## src/rtl/wpn_pkg.sv

```systemverilog
package wpn_pkg;

  localparam int SENSE_W = 3;

  localparam logic [SENSE_W-1:0] SNS_LVL_LOW   = 3'b000;
  localparam logic [SENSE_W-1:0] SNS_EDGE_FALL = 3'b010;
  localparam logic [SENSE_W-1:0] SNS_LVL_HIGH  = 3'b100;
  localparam logic [SENSE_W-1:0] SNS_EDGE_RISE = 3'b110;
  localparam logic [SENSE_W-1:0] SNS_EDGE_BOTH = 3'b111;

  // True for the five defined codes.
  function automatic logic sense_known(input logic [SENSE_W-1:0] code);
    return (code == SNS_LVL_LOW)   || (code == SNS_LVL_HIGH) ||
           (code == SNS_EDGE_RISE) || (code == SNS_EDGE_FALL) ||
           (code == SNS_EDGE_BOTH);
  endfunction

  // Normalized detection from the current pin and its previous sample.
  function automatic logic sense_eval(input logic [SENSE_W-1:0] code,
                                      input logic cur, input logic prev);
    logic r;
    case (code)
      SNS_LVL_LOW:   r = ~cur;
      SNS_LVL_HIGH:  r = cur;
      SNS_EDGE_RISE: r = cur & ~prev;
      SNS_EDGE_FALL: r = ~cur & prev;
      SNS_EDGE_BOTH: r = cur ^ prev;
      default:       r = 1'b0;
    endcase
    return r;
  endfunction

endpackage

```

## src/rtl/wpn_pin_cond.sv

```systemverilog
module wpn_pin_cond
  import wpn_pkg::*;
(
  input  logic               clk_i,
  input  logic               rst_ni,
  input  logic               pin_i,
  input  logic [SENSE_W-1:0] sense_i,
  input  logic               enable_i,
  output logic               irq_o
);

  logic prev_q;
  logic irq_q;
  logic hit;   // raw detection before masking

  assign hit = sense_eval(sense_i, pin_i, prev_q);

  // History always tracks the pin, so a new sense code sees a fresh sample.
  always_ff @(posedge clk_i) begin
    if (!rst_ni) begin
      prev_q <= 1'b0;
      irq_q  <= 1'b0;
    end else begin
      prev_q <= pin_i;
      irq_q  <= enable_i & hit;
    end
  end

  assign irq_o = irq_q;


  mask_chk: assert property (@(posedge clk_i) disable iff (!rst_ni)
    !enable_i |=> !irq_q);


  unknown_code_chk: assert property (@(posedge clk_i) disable iff (!rst_ni)
    !sense_known(sense_i) |=> !irq_q);


  level_high_chk: assert property (@(posedge clk_i) disable iff (!rst_ni)
    (enable_i && sense_i == SNS_LVL_HIGH) |=> (irq_q == $past(pin_i)));


  level_low_chk: assert property (@(posedge clk_i) disable iff (!rst_ni)
    (enable_i && sense_i == SNS_LVL_LOW) |=> (irq_q == !$past(pin_i)));


  rise_pulse_chk: assert property (@(posedge clk_i) disable iff (!rst_ni)
    (irq_q && sense_i == SNS_EDGE_RISE && $past(sense_i) == SNS_EDGE_RISE)
      |=> !irq_q);


  fall_pulse_chk: assert property (@(posedge clk_i) disable iff (!rst_ni)
    (irq_q && sense_i == SNS_EDGE_FALL && $past(sense_i) == SNS_EDGE_FALL)
      |=> !irq_q);

endmodule

```

## src/rtl/wpn_regfile.sv

```systemverilog
module wpn_regfile
  import wpn_pkg::*;
#(
  parameter int NUM_PINS = 126,
  parameter int ADDR_W   = 12,
  parameter int DATA_W   = 32,
  parameter int EN_BASE  = 'h10,
  parameter int CFG_BASE = 'h110
) (
  input  logic                        clk_i,
  input  logic                        rst_ni,
  input  logic                        wr_i,
  input  logic [ADDR_W-1:0]           addr_i,
  input  logic [DATA_W-1:0]           wdata_i,
  output logic [DATA_W-1:0]           rdata_o,
  output logic [NUM_PINS-1:0]         en_o,
  output logic [NUM_PINS*SENSE_W-1:0] sense_o
);

  localparam int EN_WORDS = (NUM_PINS + DATA_W - 1) / DATA_W;
  localparam int PAD_BITS = EN_WORDS * DATA_W;
  localparam int WIDX_W   = (EN_WORDS > 1) ? $clog2(EN_WORDS) : 1;
  localparam int PIDX_W   = (NUM_PINS > 1) ? $clog2(NUM_PINS) : 1;
  localparam logic [PAD_BITS-1:0] IMPL_MASK =
    (PAD_BITS'(1) << NUM_PINS) - PAD_BITS'(1);

  // Word-aligned address inside [base, base + 4*slots)
  function automatic logic win_hit(input logic [ADDR_W-1:0] a,
                                   input int base, input int slots);
    int ai;
    ai = int'(a);
    return (a[1:0] == 2'b00) && (ai >= base) && (ai < base + 4 * slots);
  endfunction

  function automatic int slot_of(input logic [ADDR_W-1:0] a, input int base);
    return (int'(a) - base) / 4;
  endfunction

  logic              en_hit;
  logic              cfg_hit;
  logic [WIDX_W-1:0] en_idx;
  logic [PIDX_W-1:0] cfg_idx;

  assign en_hit  = win_hit(addr_i, EN_BASE, EN_WORDS);
  assign cfg_hit = win_hit(addr_i, CFG_BASE, NUM_PINS);
  assign en_idx  = WIDX_W'(slot_of(addr_i, EN_BASE));
  assign cfg_idx = PIDX_W'(slot_of(addr_i, CFG_BASE));

  logic [PAD_BITS-1:0]                en_q;
  logic [NUM_PINS-1:0][SENSE_W-1:0]   cfg_q;

  always_ff @(posedge clk_i) begin
    if (!rst_ni) begin
      en_q <= '0;
    end else if (wr_i && en_hit) begin
      for (int w = 0; w < EN_WORDS; w++) begin
        if (en_idx == WIDX_W'(w))
          en_q[w*DATA_W +: DATA_W] <= wdata_i & IMPL_MASK[w*DATA_W +: DATA_W];
      end
    end
  end

  always_ff @(posedge clk_i) begin
    if (!rst_ni) begin
      cfg_q <= '0;
    end else if (wr_i && cfg_hit) begin
      cfg_q[cfg_idx] <= wdata_i[SENSE_W-1:0];
    end
  end

  always_comb begin
    rdata_o = '0;
    if (en_hit)
      rdata_o = en_q[en_idx*DATA_W +: DATA_W];
    else if (cfg_hit)
      rdata_o = DATA_W'(cfg_q[cfg_idx]);
  end

  assign en_o    = en_q[NUM_PINS-1:0];
  assign sense_o = cfg_q;


  stray_write_chk: assert property (@(posedge clk_i) disable iff (!rst_ni)
    (wr_i && !en_hit && !cfg_hit) |=> ($stable(en_q) && $stable(cfg_q)));


  pad_zero_chk: assert property (@(posedge clk_i) disable iff (!rst_ni)
    (en_hit && en_idx == WIDX_W'(EN_WORDS - 1)) |->
      ((rdata_o & ~IMPL_MASK[(EN_WORDS-1)*DATA_W +: DATA_W]) == '0));

endmodule

```

## src/rtl/wake_polarity_norm.sv

```systemverilog
module wake_polarity_norm
  import wpn_pkg::*;
#(
  parameter int NUM_PINS = 126,
  parameter int ADDR_W   = 12,
  parameter int DATA_W   = 32,
  parameter int EN_BASE  = 'h10,
  parameter int CFG_BASE = 'h110
) (
  input  logic                clk_i,
  input  logic                rst_ni,
  input  logic                bus_wr_i,
  input  logic [ADDR_W-1:0]   bus_addr_i,
  input  logic [DATA_W-1:0]   bus_wdata_i,
  output logic [DATA_W-1:0]   bus_rdata_o,
  input  logic [NUM_PINS-1:0] pin_i,
  output logic [NUM_PINS-1:0] irq_o
);

  logic [NUM_PINS-1:0]         pin_en;
  logic [NUM_PINS*SENSE_W-1:0] pin_sense;

  wpn_regfile #(
    .NUM_PINS (NUM_PINS),
    .ADDR_W   (ADDR_W),
    .DATA_W   (DATA_W),
    .EN_BASE  (EN_BASE),
    .CFG_BASE (CFG_BASE)
  ) u_regs (
    .clk_i   (clk_i),
    .rst_ni  (rst_ni),
    .wr_i    (bus_wr_i),
    .addr_i  (bus_addr_i),
    .wdata_i (bus_wdata_i),
    .rdata_o (bus_rdata_o),
    .en_o    (pin_en),
    .sense_o (pin_sense)
  );

  for (genvar n = 0; n < NUM_PINS; n++) begin : g_pin
    wpn_pin_cond u_cond (
      .clk_i    (clk_i),
      .rst_ni   (rst_ni),
      .pin_i    (pin_i[n]),
      .sense_i  (pin_sense[n*SENSE_W +: SENSE_W]),
      .enable_i (pin_en[n]),
      .irq_o    (irq_o[n])
    );
  end

endmodule

```

## config.mk

```make
export PLATFORM = sky130hd
export DESIGN_NAME = wake_polarity_norm
export DESIGN_NICKNAME = d
export VERILOG_FILES = /design/src/rtl/wpn_pkg.sv /design/src/rtl/wpn_pin_cond.sv /design/src/rtl/wpn_regfile.sv /design/src/rtl/wake_polarity_norm.sv
export SDC_FILE = /design/constraint.sdc
export NUM_CORES = 2
export LEC_CHECK = 0
export ABC_AREA = 1
export CAP_MARGIN = 20
export CORE_MARGIN = 2
export CORE_UTILIZATION = 50
export DETAILED_ROUTE_END_ITERATION = 7
export PLACE_DENSITY = 0.7
export SYNTH_ARGS = -nofsm -noshare
export SYNTH_HDL_FRONTEND = slang
export SYNTH_SLANG_ARGS = --single-unit
```

## constraint.sdc

```tcl
create_clock -name clk_i -period 3.8 [get_ports clk_i]
set_clock_uncertainty 0.15 [all_clocks]
set_input_delay 0.38 -clock clk_i [delete_from_list [all_inputs] [get_ports clk_i]]
set_output_delay 0.38 -clock clk_i [all_outputs]
set_load 0.03 [all_outputs]
```

Word-level counts from Yosys, hierarchy flattened
Cells that the tools add are included.

cells by class
  divide/modulo/power cells = 0
  shift-type cells = 1
  reductions and logical operators = 141
  add/subtract/negate cells = 4
  eq/ne operators = 507
  multiply operators = 0
  bitwise operators = 758
  $lt $le $gt $ge = 6
  multiplexer cells = 133

operators by type and width
  kind                   number
  $eq 3x3->1 const B     378
  $pmux 1 s5             126
  $and 1x1->1            380
  $bwmux 378             1
  $eq 3x2->1 const B     126
  $logic_not 3->1        126
  $not 1->1              252
  $shiftx 128x8->32      1
  $xor 1x1->1            126
  $mux 32                1
  $bmux 3 s7             1
  $demux 3 s7            1
  $sub 12x5->13 const B  1
  $sub 12x9->13 const B  1
  $ge 12x5->1 const B    1
  $ge 12x9->1 const B    1
  $lt 12x10->1 const B   1
  $lt 12x6->1 const B    1
  $mux 3                 3
  $lt 7x8->1 const B     1
  $reduce_and 2->1       4
  $add 7x1->7            1
  $ge 7x1->1 const B     1
  $logic_and 1x1->1      7
  5 further kinds        8

storage, ports and cells
  memory bits (read-only) = 0
  memory bits (writable) = 0
  memories = 0
  register bits = 756
  bits in latches = 0
  word-level logic and storage cells = 1932

Longest topological paths before layout
  depth in word-level cells = 9
  mapped depth = 22
  depth with buffers taken out = 19

Hierarchy
Synthesis repeated with hierarchy kept, for this count alone.

unflattened totals
  cell total of the unflattened synthesis = 6903
  area, all modules = 43988.4 um^2

modules (own cells, without submodules)
  module        cells an instance  instances  area each (um^2)
  wpn_regfile   3627               1          23493.8
  wpn_pin_cond  26                 126        162.7

Least setup slack after synthesis
OpenSTA, ideal clock, no wires.

  kind = input port to output port
  from = in bus_addr_i[5]
  to = out bus_rdata_o[1]
  buffers on the path = 1
  path slack = 0.294 ns
  arrival = 2.976 ns
  stages on the path = 19
  path through = inv_1 > ha_1 > nand2_1 > a21oi_1 > ha_1 > ha_1 > inv_1 > nand2_1 > nand2_1 > nand2_1 > clkbuf_1 > nor2_1 > nor2_1 > nand2_1 > nand2_1 > nand2_1 > a21oi_1 > nand2_1 > o21bai_1

on the way
  cells in the longest elaborated chain, start to end = 7
  elaborated cells on any way between the ends = 19

RTL lines
  item                          RTL line                  text
  start: declaration            wake_polarity_norm.sv:13  input logic [ADDR_W-1:0] bus_addr_i,
  $sub 12x9->13                 wpn_regfile.sv:36         return (int'(a) - base) / 4;
  $and 1x1->1 (no line)         --
  $add 7x1->7 (no line)         --
  $bmux 3 s7                    wpn_regfile.sv:76         rdata_o = DATA_W'(cfg_q[cfg_idx]);
  $mux 3 (implied by the code)  wpn_regfile.sv:76
  $mux 3                        wpn_regfile.sv:75         else if (cfg_hit)
  $mux 32 (*)                   wpn_regfile.sv:73         if (en_hit)
  end: declaration              wake_polarity_norm.sv:15  output logic [DATA_W-1:0] bus_rdata_o,

Mark *: on every way between the ends. The rest lies on a longest branch, timed or not. The select of a mux whose other input is x is not followed.

Worst setup path after layout
  from = in bus_addr_i[7]
  to = out bus_rdata_o[1]

The elaborated chain is that of the path after synthesis.

==> metrics.cfg <==
[setup_path]
cp_slowest_stage_delay_ns = 0.33
worst-path-buf-inv = 6
rr_worst_depth = 6
path_common_cell = nand2_1
cp.depth = 19
path_cells = clkdlybuf4s15_1, nor2_4, nand2_4, a21oi_4, ha_4, buf_4, bufbuf_16, a21oi_2, buf_4, nor2_1, nor2_1, nand2_1, nand2_1, nand2_1, a21oi_2, nand2_1, o21bai_1, buf_4, buf_6
r2r_end = g_pin[92].u_cond.irq_o
crit_path_end_kind = primary output
cp.required_ns = 3.27
worstSetupStartpointType = input port
startpoint = bus_addr_i[7]
crit_arrival_ns = 3.17
reg2reg_slack_ns = 1.95
critPathCapture = bus_rdata_o[1]
cpLargestDelayFamily = buffers and inverters
slowest_stage = bufbuf_16
crit_fanout = 16
r2r_start = u_regs.sense_o[277]
path_class = in -> out

[run_status]
status = complete, but fails checks
violations = DRC

[sta]
tightest_slew_ns = 1.24
slew_headroom_pct = 17.2
final.period_utilization_pct = 97.4
tns_ns = 0
fmax_mhz = 270
setup_ws_ns = 0.0972
final_max_slew_viol_count = 0
hold_viol_final = 0
setup_viol = 0
min_period_ns = 3.70

[detailed_routing]
vias_per_cell = 5.43
drt-initial-drc-count = 5088
wirelength_um = 160000
drcViolationCount = 1
wire_per_inst_um = 19.7
dr.pass1.iters = 8
vias = 44000
drtAntennaViolNets = 0

[grt]
use_met2_pct = 54.1
grt_max_degree = 241
met3_usage_pct = 7.65
overflow = 0
grt_pass1_vias = 40200
gr-usage-all-layers_pct = 35.7
grt_pass1_wl_um = 238000
grt.busiest_layer = met2
grtUsageMet1_pct = 46.6
antenna_found_initial = 7

[clocking]
cts_max_path_buffers = 3
numCtsBuffers = 86
clock_latency_ns = 0.65
htree_levels = 3
path_clk_slew_ns = 0.06
clockRootBuffer = clkbuf_16
clock_sinks = 756
cts_tree = yes

[placed_design]
dp_slack_ns = -0.802
dp_hpwl_um = 117000
dpl-instance-area_um2 = 48300
port_buffers = 330
finalWeightedCongestion = 1.02

[die]
row_count = 106
initial_utilization_pct = 50.7
die_height_um = 296
die_w_um = 296
coreArea_um2 = 84000
die_area_um2 = 87400
io_pins = 331

[synth]
yosys-top-cells-area = dfxtp_1 (36%), nand2_1 (14%), nor2_1 (9.7%)
synth_top_cells_by_count = nand2_1 (1611), nor2_1 (1101), inv_1 (831)
synth.most_common_cell = nand2_1
ys_seq_area_share_pct = 35.6
synth_edf_count = 0
synth_top_area_share_pct = 35.6
synth_top_flop_cell = dfxtp_1
syn-num-nets = 7034
synth_cells = 6603
synth-seq-cells = 756
synth_cell_types = 35
synth-async-reset-ratio_pct = 0
netlist_area_um2 = 42500
synth_top_cell_by_area = dfxtp_1
synth_warnings = 0
syn_area_per_cell_um2 = 6.44

[power]
powerDensity_nw_per_um2 = 364
p_leak_nw = 23.1
peakVddDrop_uv = 360
p_total_w = 0.0188

[cells_and_area]
design_area_um2 = 51600
n_fill_cell = 7872
post-route-util_pct = 61.4
syn_to_final_growth_pct = 21.3
nNetsFinal = 7335
drive_gt1_share_pct = 8.71

[hold_path]
min_path_type = in -> reg
hold_path_depth = 3

[job]
max-cap-violations = 0

==> power breakdown <==
group	leakage (nW)	internal (W)	switching, W
clock network	1.39	0.00487	0.00351
logic	15.6	0.000898	0.00148
registers	6.12	0.00800	0.0000401
total	23.1	0.0138	0.00503
==> routing by layer <==
metal	share of wire, %	up-vias
li1	-	21200
met1	40	20200
met2	42	2210
met3	11	470
met4	6.5	8
met5	0.030	-
==> cell type report <==
class / instances / area, um2 / area share, %
Inverter: 872 / 3280 / 6.36
Clock buffer: 123 / 2510 / 4.87
Antenna cell: 3 / 7.51 / 0.0146
Tap cell: 1134 / 1420 / 2.75
Clock inverter: 28 / 285 / 0.553
Timing Repair Buffer: 648 / 6790 / 13.2
Multi-Input combinational cell: 4540 / 22200 / 43.0
Sequential cell: 756 / 15100 / 29.3
==> how the worst min path moves through the flow <==
stage	from	to	slack (ns)
final	pin_i[52]	g_pin[52].u_cond.prev_q	0.17
after detailed placement	u_regs.sense_o[219]	u_regs.sense_o[219]	0.31
after global placement	u_regs.sense_o[231]	u_regs.sense_o[231]	0.30
after global routing	pin_i[17]	g_pin[17].u_cond.prev_q	0.18
after CTS	pin_i[54]	g_pin[54].u_cond.prev_q	0.15
after floorplan	u_regs.en_q[125]	g_pin[125].u_cond.irq_o	0.28
==> worst min-delay path: stages <==
cell and delay, ns:
clkdlybuf4s50_1 0.45, nand2_1 0.07, inv_1 0.03
==> state kept, by name (all words and copies together) (netlist names) <==
| signal | flops |
|---|---|
| g_pin.u_cond.prev_q | 126 |
| g_pin.u_cond.irq_o | 126 |
| u_regs.en_q | 126 |
| u_regs.sense_o | 378 |
==> cell families after synthesis <==
group                    after synthesis  share of synthesized area [%]
flip-flops                           756                           35.6
AND/OR/NAND/NOR                     3433                           32.8
buffers and inverters               1307                           12.9
AO/OA/AOI/OAI                        845                           11.1
XOR/XNOR                               4                         0.0824
adder cells (fa/ha/maj)              258                           7.59
==> stage by stage <==
step                instances  hold slack (ns)
floorplan                6603            0.279
detailed placement       7923            0.307
finish                   8104            0.168
global placement         7923            0.301
CTS                      8094            0.153
global route             8101            0.175
==> placed cells by master, fill, tap and decap left out, drive strengths merged, types with 257 or more instances in the layout <==
cell type,synthesis,routed
dfxtp,756,756
ha,258,258
a21oi,257,257
buf,282,347
clkdlybuf4s50,0,286
nand3,660,660
o21ai,400,400
inv,872,871
nand2,1614,1614
nor2,1127,1127
==> what timing repair did <==
| action | CTS | global route |
|---|---|---|
| hold buffers | 1 | 0 |
| cloned | 4 | 2 |
| pin swaps | 12 | 21 |
| resized for setup | 58 | 47 |
| buffers inserted | 15 | 8 |
| setup endpoints to repair | 32 | 3 |
| endpoints found under the hold margin | 31 | 0 |
Note: power is estimated with default switching activity, not from simulation.
